File: src/rtl/pat_trig_pkg.sv
package pat_trig_pkg;

    localparam int NIB_W       = 4;
    localparam int NUM_NIB     = 4;
    localparam int CH_W        = NIB_W * NUM_NIB;
    localparam int TBL_D       = 1 << NIB_W;
    localparam int IDX_W       = NIB_W;
    localparam int BYTE_W      = 8;
    localparam int PARAM_BYTES = 6;
    localparam int PTR_W       = $clog2(PARAM_BYTES);
    localparam int RES_LSB     = 2;

    localparam logic [3:0] OP_ROW = 4'h3;

    typedef enum logic [1:0] {
        RES_OFF0  = 2'd0,
        RES_OFF1  = 2'd1,
        RES_OFF2  = 2'd2,
        RES_EVENT = 2'd3
    } res_sel_e;

    typedef struct packed {
        logic [3:0]       op;
        logic [IDX_W-1:0] idx;
    } sel_cmd_t;

    typedef enum logic [1:0] {
        ST_IDLE  = 2'd0,
        ST_ARMED = 2'd1,
        ST_FIRED = 2'd2
    } arm_state_e;

    function automatic logic [NIB_W-1:0] nib_of(input logic [CH_W-1:0] s, input int n);
        return s[n*NIB_W +: NIB_W];
    endfunction

endpackage

File: src/rtl/pat_trig_regport.sv
module pat_trig_regport
    import pat_trig_pkg::*;
(
    input  logic               clk,
    input  logic               rst,
    input  logic               wr_en,
    input  logic               wr_sel,
    input  logic [BYTE_W-1:0]  wr_data,
    output logic               row_we,
    output logic [IDX_W-1:0]   row_idx,
    output logic [NUM_NIB-1:0] row_bits,
    output logic               event_mode
);
    sel_cmd_t            cmd;
    logic                data_wr;
    logic                sel_wr;
    logic [PTR_W-1:0]    ptr_q;
    logic [NUM_NIB-1:0]  row_q;
    res_sel_e            res_q;
    logic                ptr_last;

    assign cmd      = sel_cmd_t'(wr_data);
    assign data_wr  = wr_en && !wr_sel;
    assign sel_wr   = wr_en && wr_sel;
    assign ptr_last = (ptr_q == PTR_W'(PARAM_BYTES - 1));

    always_ff @(posedge clk) begin
        if (rst) begin
            ptr_q      <= '0;
            row_q      <= '0;
            res_q      <= RES_OFF0;
            event_mode <= 1'b0;
        end else if (sel_wr) begin
            ptr_q <= '0;
        end else if (data_wr) begin
            if (ptr_q == PTR_W'(0))
                row_q <= wr_data[NUM_NIB-1:0];
            if (ptr_q == PTR_W'(1))
                res_q <= res_sel_e'(wr_data[RES_LSB +: 2]);
            if (ptr_last) begin
                ptr_q      <= '0;
                event_mode <= (res_q == RES_EVENT);
            end else begin
                ptr_q <= ptr_q + PTR_W'(1);
            end
        end
    end

    assign row_we   = sel_wr && (cmd.op == OP_ROW);
    assign row_idx  = cmd.idx;
    assign row_bits = row_q;

endmodule

File: src/rtl/pat_trig_lut_bank.sv
module pat_trig_lut_bank
    import pat_trig_pkg::*;
(
    input  logic               clk,
    input  logic               rst,
    input  logic               row_we,
    input  logic [IDX_W-1:0]   row_idx,
    input  logic [NUM_NIB-1:0] row_bits,
    input  logic [CH_W-1:0]    smp,
    output logic               match
);
    logic [NUM_NIB-1:0] grp_ok;

    for (genvar n = 0; n < NUM_NIB; n++) begin : g_tbl
        logic [TBL_D-1:0] tbl_q;

        always_ff @(posedge clk) begin
            if (rst)
                tbl_q <= '0;
            else if (row_we)
                tbl_q[row_idx] <= row_bits[n];
        end

        assign grp_ok[n] = tbl_q[nib_of(smp, n)];
    end

    assign match = &grp_ok;

endmodule

File: src/rtl/pat_trig_arm_ctl.sv
module pat_trig_arm_ctl
    import pat_trig_pkg::*;
(
    input  logic clk,
    input  logic rst,
    input  logic arm,
    input  logic smp_vld,
    input  logic match,
    input  logic event_mode,
    output logic trig_pulse,
    output logic trig_hit,
    output logic trig_armed
);
    arm_state_e st_q;
    logic       fire;

    assign fire = (st_q == ST_ARMED) && smp_vld && match && event_mode;

    always_ff @(posedge clk) begin
        if (rst) begin
            st_q       <= ST_IDLE;
            trig_pulse <= 1'b0;
        end else begin
            trig_pulse <= 1'b0;
            if (arm) begin
                st_q <= ST_ARMED;
            end else if (fire) begin
                st_q       <= ST_FIRED;
                trig_pulse <= 1'b1;
            end
        end
    end

    assign trig_hit   = (st_q == ST_FIRED);
    assign trig_armed = (st_q == ST_ARMED);

endmodule

File: src/rtl/pat_trig.sv
module pat_trig
    import pat_trig_pkg::*;
(
    input  logic              clk,
    input  logic              rst,
    input  logic              wr_en,
    input  logic              wr_sel,
    input  logic [BYTE_W-1:0] wr_data,
    input  logic              arm,
    input  logic              smp_vld,
    input  logic [CH_W-1:0]   smp,
    output logic              trig_pulse,
    output logic              trig_hit,
    output logic              trig_armed
);
    logic               row_we;
    logic [IDX_W-1:0]   row_idx;
    logic [NUM_NIB-1:0] row_bits;
    logic               event_mode;
    logic               lut_match;

    pat_trig_regport u_regport (
        .clk        (clk),
        .rst        (rst),
        .wr_en      (wr_en),
        .wr_sel     (wr_sel),
        .wr_data    (wr_data),
        .row_we     (row_we),
        .row_idx    (row_idx),
        .row_bits   (row_bits),
        .event_mode (event_mode)
    );

    pat_trig_lut_bank u_lut (
        .clk      (clk),
        .rst      (rst),
        .row_we   (row_we),
        .row_idx  (row_idx),
        .row_bits (row_bits),
        .smp      (smp),
        .match    (lut_match)
    );

    pat_trig_arm_ctl u_arm (
        .clk        (clk),
        .rst        (rst),
        .arm        (arm),
        .smp_vld    (smp_vld),
        .match      (lut_match),
        .event_mode (event_mode),
        .trig_pulse (trig_pulse),
        .trig_hit   (trig_hit),
        .trig_armed (trig_armed)
    );

endmodule

File: config.mk
export PLATFORM = sky130hd
export DESIGN_NAME = pat_trig
export DESIGN_NICKNAME = d
export VERILOG_FILES = /design/src/rtl/pat_trig_pkg.sv /design/src/rtl/pat_trig_regport.sv /design/src/rtl/pat_trig_lut_bank.sv /design/src/rtl/pat_trig_arm_ctl.sv /design/src/rtl/pat_trig.sv
export SDC_FILE = /design/constraint.sdc
export NUM_CORES = 1
export LEC_CHECK = 0
export CAP_MARGIN = 25
export CORE_ASPECT_RATIO = 0.8
export CORE_MARGIN = 2
export CORE_UTILIZATION = 67
export DETAILED_ROUTE_END_ITERATION = 8
export DONT_BUFFER_PORTS = 1
export PLACE_DENSITY_LB_ADDON = 0.1
export SLEW_MARGIN = 20
export SYNTH_ARGS = -nofsm -noshare
export SYNTH_HDL_FRONTEND = slang
export SYNTH_HIERARCHICAL = 1
export SYNTH_SLANG_ARGS = --single-unit
File: constraint.sdc
create_clock -name clk -period 5.2 [get_ports clk]
set_clock_uncertainty 0.05 [all_clocks]
set_input_delay 0.52 -clock clk [delete_from_list [all_inputs] [get_ports clk]]
set_output_delay 0.52 -clock clk [all_outputs]
set_load 0.01 [all_outputs]
# Word-level counts from Yosys, hierarchy flattened
# Index checks and enable logic that the tools add are counted.
[op_classes]
addsub = 1
order_cmp = 6
eq_ne = 6
n_mux = 18
bitwise_logic = 1
n_reduce_logical = 16
[ops]
columns = ["cell", "count"]
rows = [
  ["bitwise mux 16 bit", 4],
  ["< comparator 4 x 5 -> 1 bit (second input constant)", 5],
  ["binary-select mux 1 bit (select 4 bit)", 4],
  ["AND reduction 3 bit", 3],
  ["2-to-1 mux 1 bit", 8],
  ["logical AND 1 bit", 7],
  ["demux 1 bit (select 4 bit)", 1],
  ["== test 2 bit (second input constant)", 2],
  ["== test 4 x 2 -> 1 bit (second input constant)", 1],
  [">= comparator 4 x 1 -> 1 bit (second input constant)", 1],
  ["AND reduction 4 bit", 1],
  ["OR reduction 2 bit", 2],
  ["adder 3 x 1 -> 3 bit (second input constant)", 1],
  ["== test 3 x 1 -> 1 bit (second input constant)", 1],
  ["== test 3 bit (second input constant)", 1],
  ["logical NOT 3 bit", 1],
  ["2-to-1 mux 3 bit", 1],
  ["== test 2 x 1 -> 1 bit (second input constant)", 1],
  ["nonzero test 2 bit", 1],
  ["logical NOT 1 bit", 1],
  ["inverter 1 bit", 1],
]
[word_totals]
register_bits = 77
inputBits = 30
out_inout_bits = 3
wordCells = 59

# Depth between registers and ports, before layout
# Gate-level depths: netlist (run 1).
[logic_depth]
depth_word = 7
ltp_mapped = 7
ltp_nobuf = 7

# Hierarchy
# Netlist (run 1), hierarchy kept.
[by_module_without_submodules]
columns = ["module", "instances", "cells_per_inst", "area_per_inst_um2", "seq_area_each_um2"]
rows = [
  ["pat_trig_lut_bank", 1, 272, 2857.7, 1281.2],
  ["pat_trig_regport", 1, 50, 475.5, 200.2],
  ["pat_trig_arm_ctl", 1, 13, 127.6, 60.1],
]

# Worst setup path before layout (run 1)
# No wires, ideal clock.
[synth_timing]
kind = "input to register"
start = "input port wr_data[5]"
end = "register u_lut.g_tbl[0].tbl_q[3]"
setup_time_ns = 0.128
arrival_time_ns = 1.806
required_time_ns = 5.022
setup_slack_ns = 3.217
cell_stages = 7
path_buffers = 1
cell_sequence = "nand4_1 nor3_1 nor3b_4 nor2b_1 clkbuf_2 mux2i_1 nor2_1"
[synth_via]
elab_chain_len = 2
[synth_lines]
columns = ["element", "line_no", "text"]
rows = [
  ["start, declared", "pat_trig.sv:8", "input logic [BYTE_W-1:0] wr_data,"],
  ["== test 4 x 2 -> 1 bit", "pat_trig_regport.sv:49", "assign row_we = sel_wr && (cmd.op == OP_ROW);"],
  ["logical AND 1 bit", "pat_trig_regport.sv:49", ""],
  ["named net row_we", "pat_trig.sv:16", "logic row_we;"],
  ["end signal, assigned by index", "pat_trig_lut_bank.sv:21", "tbl_q[row_idx] <= row_bits[n];"],
  ["end, declared", "pat_trig_lut_bank.sv:15", "logic [TBL_D-1:0] tbl_q;"],
]
# The timed path passes the listed nets, and every way through them passes these cells.
# A chain may end at the register's enable or synchronous reset.

# Worst setup path in the final report (run 1)
# Ends and elaborated chain as after synthesis.

==> metrics.md, run 1 <==
| Metric | Value |
|---|---|
| Drt wl/cell | `18.8 um` |
| Switching pwr | `209 uW` |
| Vias per cell | `approximately 6.2` |
| Post-synthesis sequential area ratio | `44.5%` |
| Worst R2R Setup Slack | `approximately 3.4 ns` |
| Row Count | `23` |
| Area occupied by multi-input gates | `1810 um^2` |
| Worst reg2reg path depth | `7` |
| I/O Buffers | `0` |
| Hold path depth | `1` |
| Clk sinks | `77` |
| Cell area after placement | `3440 um^2` |
| Initial antenna violation count | `0` |
| Register Area | `1540 um^2` |
| Tmin final | `2.16 ns` |
| Avg Cell Area, Syn | `10.3 um^2` |
| Net Sw Frac | `20.7%` |
| Final worst-path cycle share | `a little over 40%` |
| Via count | `2399` |
| Post-Syn Area | `approximately 3500 um^2` |
| Antenna-violating nets left | `0` |
| Root Buffer | `clkbuf_8` |
| HP Start | `rst` |
| Final Wtd Congestion | `0.777` |
| Synth Register Bits | `77` |
| Grt total ovfl | `0` |
| Clock share of power | `between 30% and 40%` |
| Global-route wire length before repair | `between 10 and 15 mm` |
| Internal power | `801 uW` |
| CP max FO | `8` |
| Setup TNS | `0 ns` |
| Hold Crit Class | `in -> reg` |
| Reg clk slew, reported paths | `0.07 ns` |
| Worst Tran Pin Value | `0.736 ns` |
| Post-route DRC | `0` |
| Max Clk Rate | `464 MHz` |
| Post-cts resize count | `0` |
| CP endpoint kind | `flop` |
| Post-Place Worst Slack | `2.80 ns` |
| Gr usage total | `26.8%` |
| Die width | `84.4 um` |
| H-tree depth | `3` |
| LEAKAGE | `0.00138 uW` |
| Core ar. | `approximately 5000 um^2` |
| Die height | `68.3 um` |
| Total Wirelength | `7.31 mm` |
| Critical Path AT | `2.33 ns` |
| Proportion of layout cells with a drive suffix above 1 | `a little under an eighth` |
| Finish-stage setup viols | `0` |
| Cell Pwr Density | `between 200 and 300 nW/um^2` |
| Diodes inserted | `0` |
| Final hold slack | `0.192 ns` |
| Fin area | `3600 um^2` |
| Io pins | `33` |
| Unrepaired setup endpoints after global routing | `false` |
| Die area | `between 5000 and 6000 um^2` |
| Number of global-route vias before repair | `2240` |
| Post-Synthesis Cells | `335` |
| Initial drt markers | `183` |
| Status | `finished clean` |
| Max-cap violation count | `0` |
| Fill count | `380` |
| Skew-Pair Late Insertion Delay | `about 0.34 ns` |
| CTS Buffer Depth | `2` |
| Crit path required time | `5.38 ns` |
| Largest net degree at the start of global routing | `72` |
| CTS Buf Count | `9` |
| Starting Density | `between 60 and 70%` |
| CP Class | `in -> reg` |
| Number of hold violations in the final report | `0` |
| Final #Nets | `354` |
| Sequential share of power | `59.6%` |
| Critical path launch point type | `input port` |
| Max-slew violation count | `0` |
| Syn nets | `365` |
| CTS tree | `done` |
| DP HPWL | `5.09 mm` |
| Combinational Power Share | `2.5%` |
| Peak supply drop | `237 uV` |
| Reg2reg start | `u_lut/g_tbl[1].tbl_q[7]$_SDFFE_PP0P_` |
| # hold bufs at CTS | `0` |
| Area Growth Syn to Fin | `4.12%` |
| Synth Warn # | `6` |
| Worst setup margin | `3.04 ns` |
| Max_slew headroom | `between 50% and 60%` |
| RR Endpoint | `u_arm/trig_pulse$_SDFF_PP0_` |
| Endpoint of the worst hold path | `u_arm/st_q[0]$_SDFFE_PP0P_` |
| Cell variety after synth | `35` |
| Post CTS Setup Buffer Count | `0` |
| Drt pass-1 iters | `4` |
[flip-flops by register name (all words and copies together), names as in the netlist]
signal	cells
u_regport/res_q	2
u_regport/ptr_q	3
u_regport/event_mode	1
u_lut/g_tbl.tbl_q	64
u_arm/trig_pulse	1
u_arm/st_q	2
u_regport/row_bits	4
[worst max-delay path by stage]
stage | to | cells past startpoint | slack [ns] | start
2_1_floorplan | u_lut/g_tbl[0].tbl_q[3]$_SDFFE_PP0P_ | 7 | 3.22 | wr_data[5]
3_3_place_gp | u_lut/g_tbl[1].tbl_q[3]$_SDFFE_PP0P_ | 6 | 2.83 | wr_data[5]
3_5_place_dp | u_lut/g_tbl[3].tbl_q[3]$_SDFFE_PP0P_ | 6 | 2.80 | wr_data[5]
4_1_cts | u_lut/g_tbl[3].tbl_q[3]$_SDFFE_PP0P_ | 6 | 3.15 | wr_data[5]
5_1_grt | u_lut/g_tbl[1].tbl_q[3]$_SDFFE_PP0P_ | 6 | 3.04 | wr_data[5]
6_report | u_lut/g_tbl[0].tbl_q[3]$_SDFFE_PP0P_ | 6 | 3.04 | wr_data[5]
[power groups by stage]
| stage | sequential [uW] | combinational [uW] | clock (uW) |
|---|---|---|---|
| final | 602 | 25.2 | 382 |
| after global routing | 603 | 27.0 | 418 |
| after CTS | 602 | 25.1 | 392 |
| after detailed placement | 615 | 25.1 | 0 |
| after global placement | 615 | 24.5 | 0 |
| after floorplan | 610 | 36.3 | 0 |
[kinds of logic (layout without fill, tap and decap cells)]
family	Yosys count	count (layout)	synth area share (%)
compound gates	19	19	3.40
buf+inv	24	16	3.11
flops	77	77	44.5
mux	91	91	32.1
simple gates	124	124	16.8
[layer usage]
metal  vias to the layer above  wire length (um)  GRT usage [%]  part of all wire (%)
met4                         0               122           8.53                   1.7
li1                       1142                 -              -                     -
met3                        13               570           7.84                   7.8
met2                        65              3380           41.0                    46
met1                      1179              3240           37.1                    44
met5                         -                 0              0                     0
[area by class of cell]
cell class,instances,area share (%)
clock inverters,2,0.278
clock buffers,12,4.31
inverters,2,0.208
multi-input cells,234,50.3
flip-flops and latches,77,42.8
well taps,62,2.15
[through the flow]
stage,cells,power [uW],util [%]
after detailed placement,375,640,68.7
final,389,1010,72.0
after CTS,389,1020,72.0
after global placement,375,640,68.7
after floorplan,335,646,-
after global routing,389,1050,72.0
[Yosys cell counts]
library cell	n	area share, %
buf_1	1	0.11
nor2b_2	1	0.25
nor3_1	2	0.29
and2b_2	1	0.25
nand2_1	23	2.5
nor2_1	72	7.8
o311ai_1	1	0.25
nand3b_1	2	0.43
nand3_2	1	0.29
nand2b_4	1	0.40
or3_1	2	0.36
dfxtp_1	77	45
nor3b_2	1	0.36
nand3_1	5	0.72
clkbuf_1	15	1.6
buf_2	1	0.14
nor4_4	1	0.61
nand4_1	1	0.18
a41oi_1	1	0.25
inv_2	1	0.11
mux2i_1	74	21
a21oi_1	9	1.3
a211oi_2	1	0.36
and3_1	2	0.36
mux2_2	1	0.33
inv_1	1	0.11
o21ai_0	5	0.72
buf_4	4	0.87
nand2b_1	7	1.3
o41ai_1	1	0.25
nor2b_1	1	0.18
clkbuf_2	1	0.14
nor3b_4	1	0.54
a32oi_1	1	0.25
mux4_2	16	10
[critical path, cell delays in order]
cell and delay, ns:
nand4_1 0.08, nor3_1 0.40, nor3b_4 0.45, nor2b_1 0.55, mux2i_1 0.27, nor2_1 0.05
[placed cells by master, fill, tap and decap left out, types with 2 or more instances in the layout]
| cell type | n |
|---|---|
| or3_1 | 2 |
| nand3_1 | 5 |
| nand3b_1 | 2 |
| clkbuf_8 | 11 |
| nor3_1 | 2 |
| nand2b_1 | 7 |
| and3_1 | 2 |
| a21oi_1 | 9 |
| nand2_1 | 23 |
| nor2_1 | 72 |
| mux2i_1 | 74 |
| mux4_2 | 16 |
| clkinv_2 | 2 |
| o21ai_0 | 5 |
| dfxtp_1 | 77 |
(Power assumes the default switching activity.)
==> run 2: changes to the inputs <==
Settings changed: CORE_UTILIZATION 67 to 56.
Clock period 5.2 ns to 1.77 ns, I/O delays scaled along.
==> run 2 against run 1 <==
  * Non-clock buffer count is 28 higher
  * Global-route usage decreased by 3.5 points
  * Setup slack lost 3.0 ns
  * Final cell count increased by 13%
  * Critical path depth increased by 1
  * First-iteration DRC count fell by 32%
  * Power rose to 3.1 times the previous value
  * Register-to-register slack got worse by 3.4 ns
  * Sequential cell count unchanged
  * Critical path type is now reg -> reg
==> metrics.md, run 2 (synthesis results as in run 1) <==
| Metric | Value |
|---|---|
| Io pins | `33 (unchanged)` |
| Cell Pwr Density | `805 nW/um^2 (was 280 nW/um^2)` |
| Row Count | `25 (was 23)` |
| Finish-stage setup viols | `0 (unchanged)` |
| Fill count | `482 (was 380)` |
| Slowest CP cell | `mux4_2 (was nor2b_1)` |
| DP HPWL | `5.14 mm (was 5.09 mm)` |
| Final Wtd Congestion | `0.854 (was 0.777)` |
| Max reg flops | `64 (unchanged)` |
| Post-route DRC | `0 (unchanged)` |
| Max-slew violation count | `0 (unchanged)` |
| WP depth | `7 (was 6)` |
| Most used cells in the layout excluding fill and tap cells | `76 x dfxtp_1, 74 x mux2i_1, 71 x nor2_1, 23 x nand2_1, 19 x buf_4 (was 77 x dfxtp_1, 74 x mux2i_1, 72 x nor2_1, 23 x nand2_1, 16 x mux4_2)` |
| Worst Tran Pin Value | `0.629 ns (was 0.736 ns)` |
| Delay-heaviest family, CP | `multiplexers (was simple AND/OR/NAND/NOR gates)` |
| CP Class | `reg -> reg (was in -> reg)` |
| Hold path depth | `2 (was 1)` |
| Proportion of layout cells with a drive suffix above 1 | `17.4% (was 11.9%)` |
| Slowest Stage Delay on Critical Path | `0.47 ns (was 0.55 ns)` |
| GR Util met3 | `5.78% (was 7.84%)` |
| Initial antenna violation count | `0 (unchanged)` |
| Via count | `2425 (was 2399)` |
| CTS tree | `done (unchanged)` |
| Starting Density | `58.2% (was 69.1%)` |
| Unrepaired setup endpoints after global routing | `true (was false)` |
| Largest net degree at the start of global routing | `70 (was 72)` |
| H-tree depth | `3 (unchanged)` |
| CTS Buffer Depth | `2 (unchanged)` |
| Drt pass-1 iters | `5 (was 4)` |
| Reg clk slew, reported paths | `0.07 ns (about the same)` |
| Non-filler cells, final | `438 (was 389)` |
| CP bufs+invs | `0 (unchanged)` |
| Total Wirelength | `7.51 mm (was 7.31 mm)` |
| Crit path required time | `1.98 ns (was 5.38 ns)` |
| Drt wl/cell | `17.1 um (was 18.8 um)` |
| M1 GR Usage | `32.6% (was 37.1%)` |
| Die width | `91.9 um (was 84.4 um)` |
| LEAKAGE | `0.00153 uW (was 0.00138 uW)` |
| Die height | `74.3 um (was 68.3 um)` |
| Final #Nets | `382 (was 354)` |
| Gr usage total | `23.2% (was 26.8%)` |
| Post-Place Cells | `413 (was 375)` |
| CP endpoint kind | `flop (unchanged)` |
| Max_slew headroom | `58.0% (was 50.8%)` |
| Number of hold violations in the final report | `0 (unchanged)` |
| Max Clk Rate | `575 MHz` |
| PnR Total Power | `3140 uW (was 1010 uW)` |
| Commonest non-fill, non-tap cell in the layout | `dfxtp_1 (unchanged)` |
| Skew-Pair Late Insertion Delay | `0.35 ns (was 0.34 ns)` |
| Layout Utilization | `65.7% (was 72.0%)` |
| Hold Crit Class | `in -> reg (unchanged)` |
| Root Buffer | `clkbuf_8 (unchanged)` |
| Critical path launch point type | `flop (was input port)` |
| I/O Buffers | `0 (unchanged)` |
| Core ar. | `5940 um^2 (was 5010 um^2)` |
| Post CTS Setup Buffer Count | `0 (unchanged)` |
| Final hold slack | `0.0187 ns (was 0.192 ns)` |
| M2 GR Usage | `36.4% (was 41.0%)` |
| Number of global-route vias before repair | `2312 (was 2240)` |
| CTS Buf Count | `9 (unchanged)` |
| Antenna-violating nets left | `0 (unchanged)` |
| Initial drt markers | `125 (was 183)` |
| Cell Chain, Critical Path | `mux4_2 -> mux2i_1 -> mux2i_1 -> nand2_1 -> nor2_2 -> and3_4 -> a211oi_2 (was nand4_1 -> nor3_1 -> nor3b_4 -> nor2b_1 -> mux2i_1 -> nor2_1)` |
| Grt total ovfl | `0 (unchanged)` |
| Final worst-path cycle share | `around 100%` |
| Tmin final | `around 1.7 ns` |
| Vias per cell | `5.54 (was 6.17)` |
| Worst reg2reg path depth | `7 (unchanged)` |
| Global-route wire length before repair | `11.8 mm (was 11.5 mm)` |
| Worst setup margin | `0.0301 ns (was 3.04 ns)` |
| Area Growth Syn to Fin | `12.8% (was 4.12%)` |
| Status | `finished clean (unchanged)` |
| Critical Path AT | `1.95 ns (was 2.33 ns)` |
| Die area | `6830 um^2 (was 5760 um^2)` |
| Peak supply drop | `492 uV (was 237 uV)` |
| CP most frequent cell | `mux2i_1` |
| GR peak layer | `met2 (unchanged)` |
| Clk sinks | `77 (unchanged)` |
| Diodes inserted | `0 (unchanged)` |
| Biggest register | `u_lut/g_tbl.tbl_q (unchanged)` |
| CP max FO | `2 (was 8)` |
| Max-cap violation count | `0 (unchanged)` |
| Post-Place Worst Slack | `0.0670 ns (was 2.80 ns)` |
-- run 2: cell types whose count changed in the layout (fill, tap and decap cells not counted), sizes merged --
| cell | before | now |
|---|---|---|
| buf | 0 | 20 |
| bufinv | 0 | 1 |
| clkinv | 2 | 3 |
| dlygate4sd3 | 0 | 8 |
-- run 2: repair_timing --
action                     in CTS  in global routing
hold buffers                    9                  0
setup endpoints to repair       0                  2
gates resized for setup         0                  3
hold endpoints to repair       77                  0
-- run 2: layout make-up --
cell class	instances	area, um^2	area share [%]
multi-input cells	234	1820	46.6
well taps	81	101	2.60
clock buffers	12	135	3.46
clock inverters	4	48.8	1.25
repair buffers	28	250	6.41
inverters	2	7.51	0.192
flip-flops and latches	77	1540	39.5
-- run 2: layer usage --
metal	routed length [um]	part of all wire (%)	up-vias
li1	-	-	1212
met1	3680	49	1157
met4	85	1.1	0
met2	3320	44	47
met5	0	0	-
met3	418	5.6	9
-- run 2: metrics by stage --
| stage | area [um^2] | setup TNS, ns |
|---|---|---|
| floorplan | 3460 | 0 |
| global placement | 3600 | 0 |
| detailed placement | 3600 | 0 |
| CTS | 3900 | 0 |
| global route | 3910 | -0.0344 |
| finish | 3910 | 0 |
-- run 2: worst reg2reg max path, stage by stage (launching register included) --
cell and delay [ns]:
dfxtp_2 0.32, mux4_2 0.47, mux2i_1 0.15, mux2i_1 0.12, nand2_1 0.13, nor2_2 0.07
and3_4 0.15, a211oi_2 0.21
-- run 2: worst paths after layout --
check / startpoint / end / slack [ns]
setup / recovery: u_lut/g_tbl[2].tbl_q[15]$_SDFFE_PP0P_ / u_arm/st_q[0]$_SDFFE_PP0P_ / 0.03
hold / removal: arm / u_arm/st_q[0]$_SDFFE_PP0P_ / 0.02
setup reg to reg: u_lut/g_tbl[2].tbl_q[15]$_SDFFE_PP0P_ / u_arm/st_q[0]$_SDFFE_PP0P_ / 0.03
hold reg to reg: u_lut/g_tbl[1].tbl_q[0]$_SDFFE_PP0P_ / u_lut/g_tbl[1].tbl_q[0]$_SDFFE_PP0P_ / 0.40
-- run 2: where the power goes --
group	switching (uW)	total [uW]	internal, uW
combinational	56.1	121	64.5
sequential	28.1	1770	1740
clock	603	1250	651
==> run 3: changes to the inputs <==
Settings changed: MAX_ROUTING_LAYER set to met4.
==> run 3 against run 2 <==
  * Via count grew 0.37%
  * Fmax grew 0.28%
  * Sequential power is essentially flat
  * Non-clock buffer count is the same
  * Clock power is essentially flat
  * Die area is the same
  * Setup slack gained 0.0049 ns
==> metrics.md, run 3 (synthesis results as in run 1) <==
| Metric | Value |
|---|---|
| Status | `finished clean (unchanged)` |
| Post-Place Worst Slack | `0.0670 ns (unchanged)` |
| Grt total ovfl | `0 (unchanged)` |
| Gr usage total | `24.1% (was 23.2%)` |
| M1 GR Usage | `33.2% (was 32.6%)` |
| Max-slew violation count | `0 (unchanged)` |
| Clk sinks | `77 (unchanged)` |
| CTS tree | `done (unchanged)` |
| Largest net degree at the start of global routing | `70 (unchanged)` |
| Critical Path AT | `1.95 ns (about the same)` |
| Hold Crit Class | `in -> reg (unchanged)` |
| Root Buffer | `clkbuf_8 (unchanged)` |
| Cell Pwr Density | `806 nW/um^2 (was 805 nW/um^2)` |
| Switching pwr | `690 uW (was 687 uW)` |
| Die height | `74.3 um (unchanged)` |
| Io pins | `33 (unchanged)` |
| CP max FO | `2 (unchanged)` |
| Starting Density | `58.2% (unchanged)` |
| Antenna-violating nets left | `0 (unchanged)` |
| Combinational Power Share | `3.8% (about the same)` |
| PnR Total Power | `3150 uW (was 3140 uW)` |
| Final worst-path cycle share | `98.0% (was 98.3%)` |
| Max reg flops | `64 (unchanged)` |
| Critical path launch point type | `flop (unchanged)` |
| Final #Nets | `382 (unchanged)` |
| CP endpoint kind | `flop (unchanged)` |
| Sequential share of power | `56.2% (was 56.3%)` |
| Commonest non-fill, non-tap cell in the layout | `dfxtp_1 (unchanged)` |
| Worst Tran Pin Value | `0.632 ns (was 0.629 ns)` |
| Area Growth Syn to Fin | `12.8% (unchanged)` |
| CP Class | `reg -> reg (unchanged)` |
| Fin area | `3910 um^2 (unchanged)` |
| Unrepaired setup endpoints after global routing | `true (unchanged)` |
| CP most frequent cell | `mux2i_1 (unchanged)` |
| Non-filler cells, final | `438 (unchanged)` |
| Internal power | `2460 uW (about the same)` |
| Most used cells in the layout excluding fill and tap cells | `76 x dfxtp_1, 74 x mux2i_1, 71 x nor2_1, 23 x nand2_1, 19 x buf_4 (unchanged)` |
| Cell area after placement | `3600 um^2 (unchanged)` |
| CTS Buffer Depth | `2 (unchanged)` |
| Core ar. | `5940 um^2 (unchanged)` |
| Initial antenna violation count | `0 (unchanged)` |
| Max_slew headroom | `57.8% (was 58.0%)` |
| Post-Place Cells | `413 (unchanged)` |
| Biggest register | `u_lut/g_tbl.tbl_q (unchanged)` |
| Final Wtd Congestion | `0.867 (was 0.854)` |
| Via count | `2434 (was 2425)` |
| Slowest CP cell | `mux4_2 (unchanged)` |
| Clock share of power | `39.9% (about the same)` |
| Global-route wire length before repair | `11.8 mm (about the same)` |
| I/O Buffers | `0 (unchanged)` |
| Max-cap violation count | `0 (unchanged)` |
| Max Clk Rate | `576 MHz (was 575 MHz)` |
| Initial drt markers | `122 (was 125)` |
| CTS Buf Count | `9 (unchanged)` |
| Cell Chain, Critical Path | `mux4_2 -> mux2i_1 -> mux2i_1 -> nand2_1 -> nor2_2 -> and3_4 -> a211oi_2 (unchanged)` |
| Diodes inserted | `0 (unchanged)` |
| Skew-Pair Late Insertion Delay | `0.35 ns (about the same)` |
| Finish-stage setup viols | `0 (unchanged)` |
| Vias per cell | `5.56 (was 5.54)` |
| Drt pass-1 iters | `4 (was 5)` |
| Die width | `91.9 um (unchanged)` |
| Number of global-route vias before repair | `2311 (was 2312)` |
| Reg clk slew, reported paths | `0.07 ns (about the same)` |
| Layout Utilization | `65.7% (unchanged)` |
| GR Util met3 | `5.37% (was 5.78%)` |
| GR peak layer | `met2 (unchanged)` |
| Proportion of layout cells with a drive suffix above 1 | `17.4% (unchanged)` |
| DP HPWL | `5.14 mm (unchanged)` |
| Peak supply drop | `495 uV (was 492 uV)` |
| Worst setup margin | `0.0350 ns (was 0.0301 ns)` |
| Net Sw Frac | `21.9% (about the same)` |
| Row Count | `25 (unchanged)` |
| M2 GR Usage | `36.2% (was 36.4%)` |
| Post-route DRC | `0 (unchanged)` |
| Drt wl/cell | `17.1 um (about the same)` |
| H-tree depth | `3 (unchanged)` |
| Die area | `6830 um^2 (unchanged)` |
| Slowest Stage Delay on Critical Path | `0.47 ns (about the same)` |
| Tmin final | `1.73 ns (was 1.74 ns)` |
| Total Wirelength | `7.48 mm (was 7.51 mm)` |
| LEAKAGE | `0.00153 uW (unchanged)` |
| Number of hold violations in the final report | `0 (unchanged)` |
| Crit path required time | `1.98 ns (about the same)` |
| Post CTS Setup Buffer Count | `0 (unchanged)` |
-- run 3: cell counts in the layout (fill, tap and decap cells not counted) --
Identical to the previous run, type by type.
-- run 3: timing repair --
action,in CTS,in global routing
endpoints found under the hold margin,77,0
gates resized for setup,0,3
setup endpoints to repair,0,2
hold buffers,9,0
-- run 3: critical path, delay by kind of cell (launching register included) --
family	cells	cell delay [ns]
compound gates	1	0.20
simple gates	3	0.34
mux	3	0.74
flops	1	0.32
-- run 3: power groups by stage --
stage,Clock [uW],Sequential [uW],Combinational (uW)
floorplan,0,1790,107
global placement,0,1810,73.5
detailed placement,0,1810,74.4
CTS,1280,1770,121
global route,1340,1770,130
finish,1260,1770,121
-- run 3: cell type report --
cell class                      count  area (um^2)
Clock inverter                      4         48.8
Timing Repair Buffer               28          250
Inverter                            2         7.51
Fill cell                         482         2040
Clock buffer                       12          135
Tap cell                           81          101
Sequential cell                    77         1540
Multi-Input combinational cell    234         1820
-- run 3: final timing paths --
path | startpoint | to | slack [ns] | depth (start not counted)
min | arm | u_arm/st_q[0]$_SDFFE_PP0P_ | 0.02 | 2
max reg2reg | u_lut/g_tbl[2].tbl_q[15]$_SDFFE_PP0P_ | u_arm/st_q[0]$_SDFFE_PP0P_ | 0.04 | 7
max | u_lut/g_tbl[2].tbl_q[15]$_SDFFE_PP0P_ | u_arm/st_q[0]$_SDFFE_PP0P_ | 0.04 | 7
min reg2reg | u_lut/g_tbl[1].tbl_q[0]$_SDFFE_PP0P_ | u_lut/g_tbl[1].tbl_q[0]$_SDFFE_PP0P_ | 0.40 | 2
-- run 3: through the flow --
step                setup TNS [ns]  hold slack [ns]
floorplan                        0            0.192
global placement                 0            0.201
detailed placement               0            0.204
CTS                              0          0.00945
global route               -0.0344           0.0341
finish                           0           0.0195
-- run 3: per-layer routing --
| layer | vias up | wire [um] |
|---|---|---|
| li1 | 1214 | - |
| met1 | 1162 | 3760 |
| met2 | 48 | 3270 |
| met3 | 10 | 362 |
| met4 | 0 | 87 |
| met5 | - | 0 |
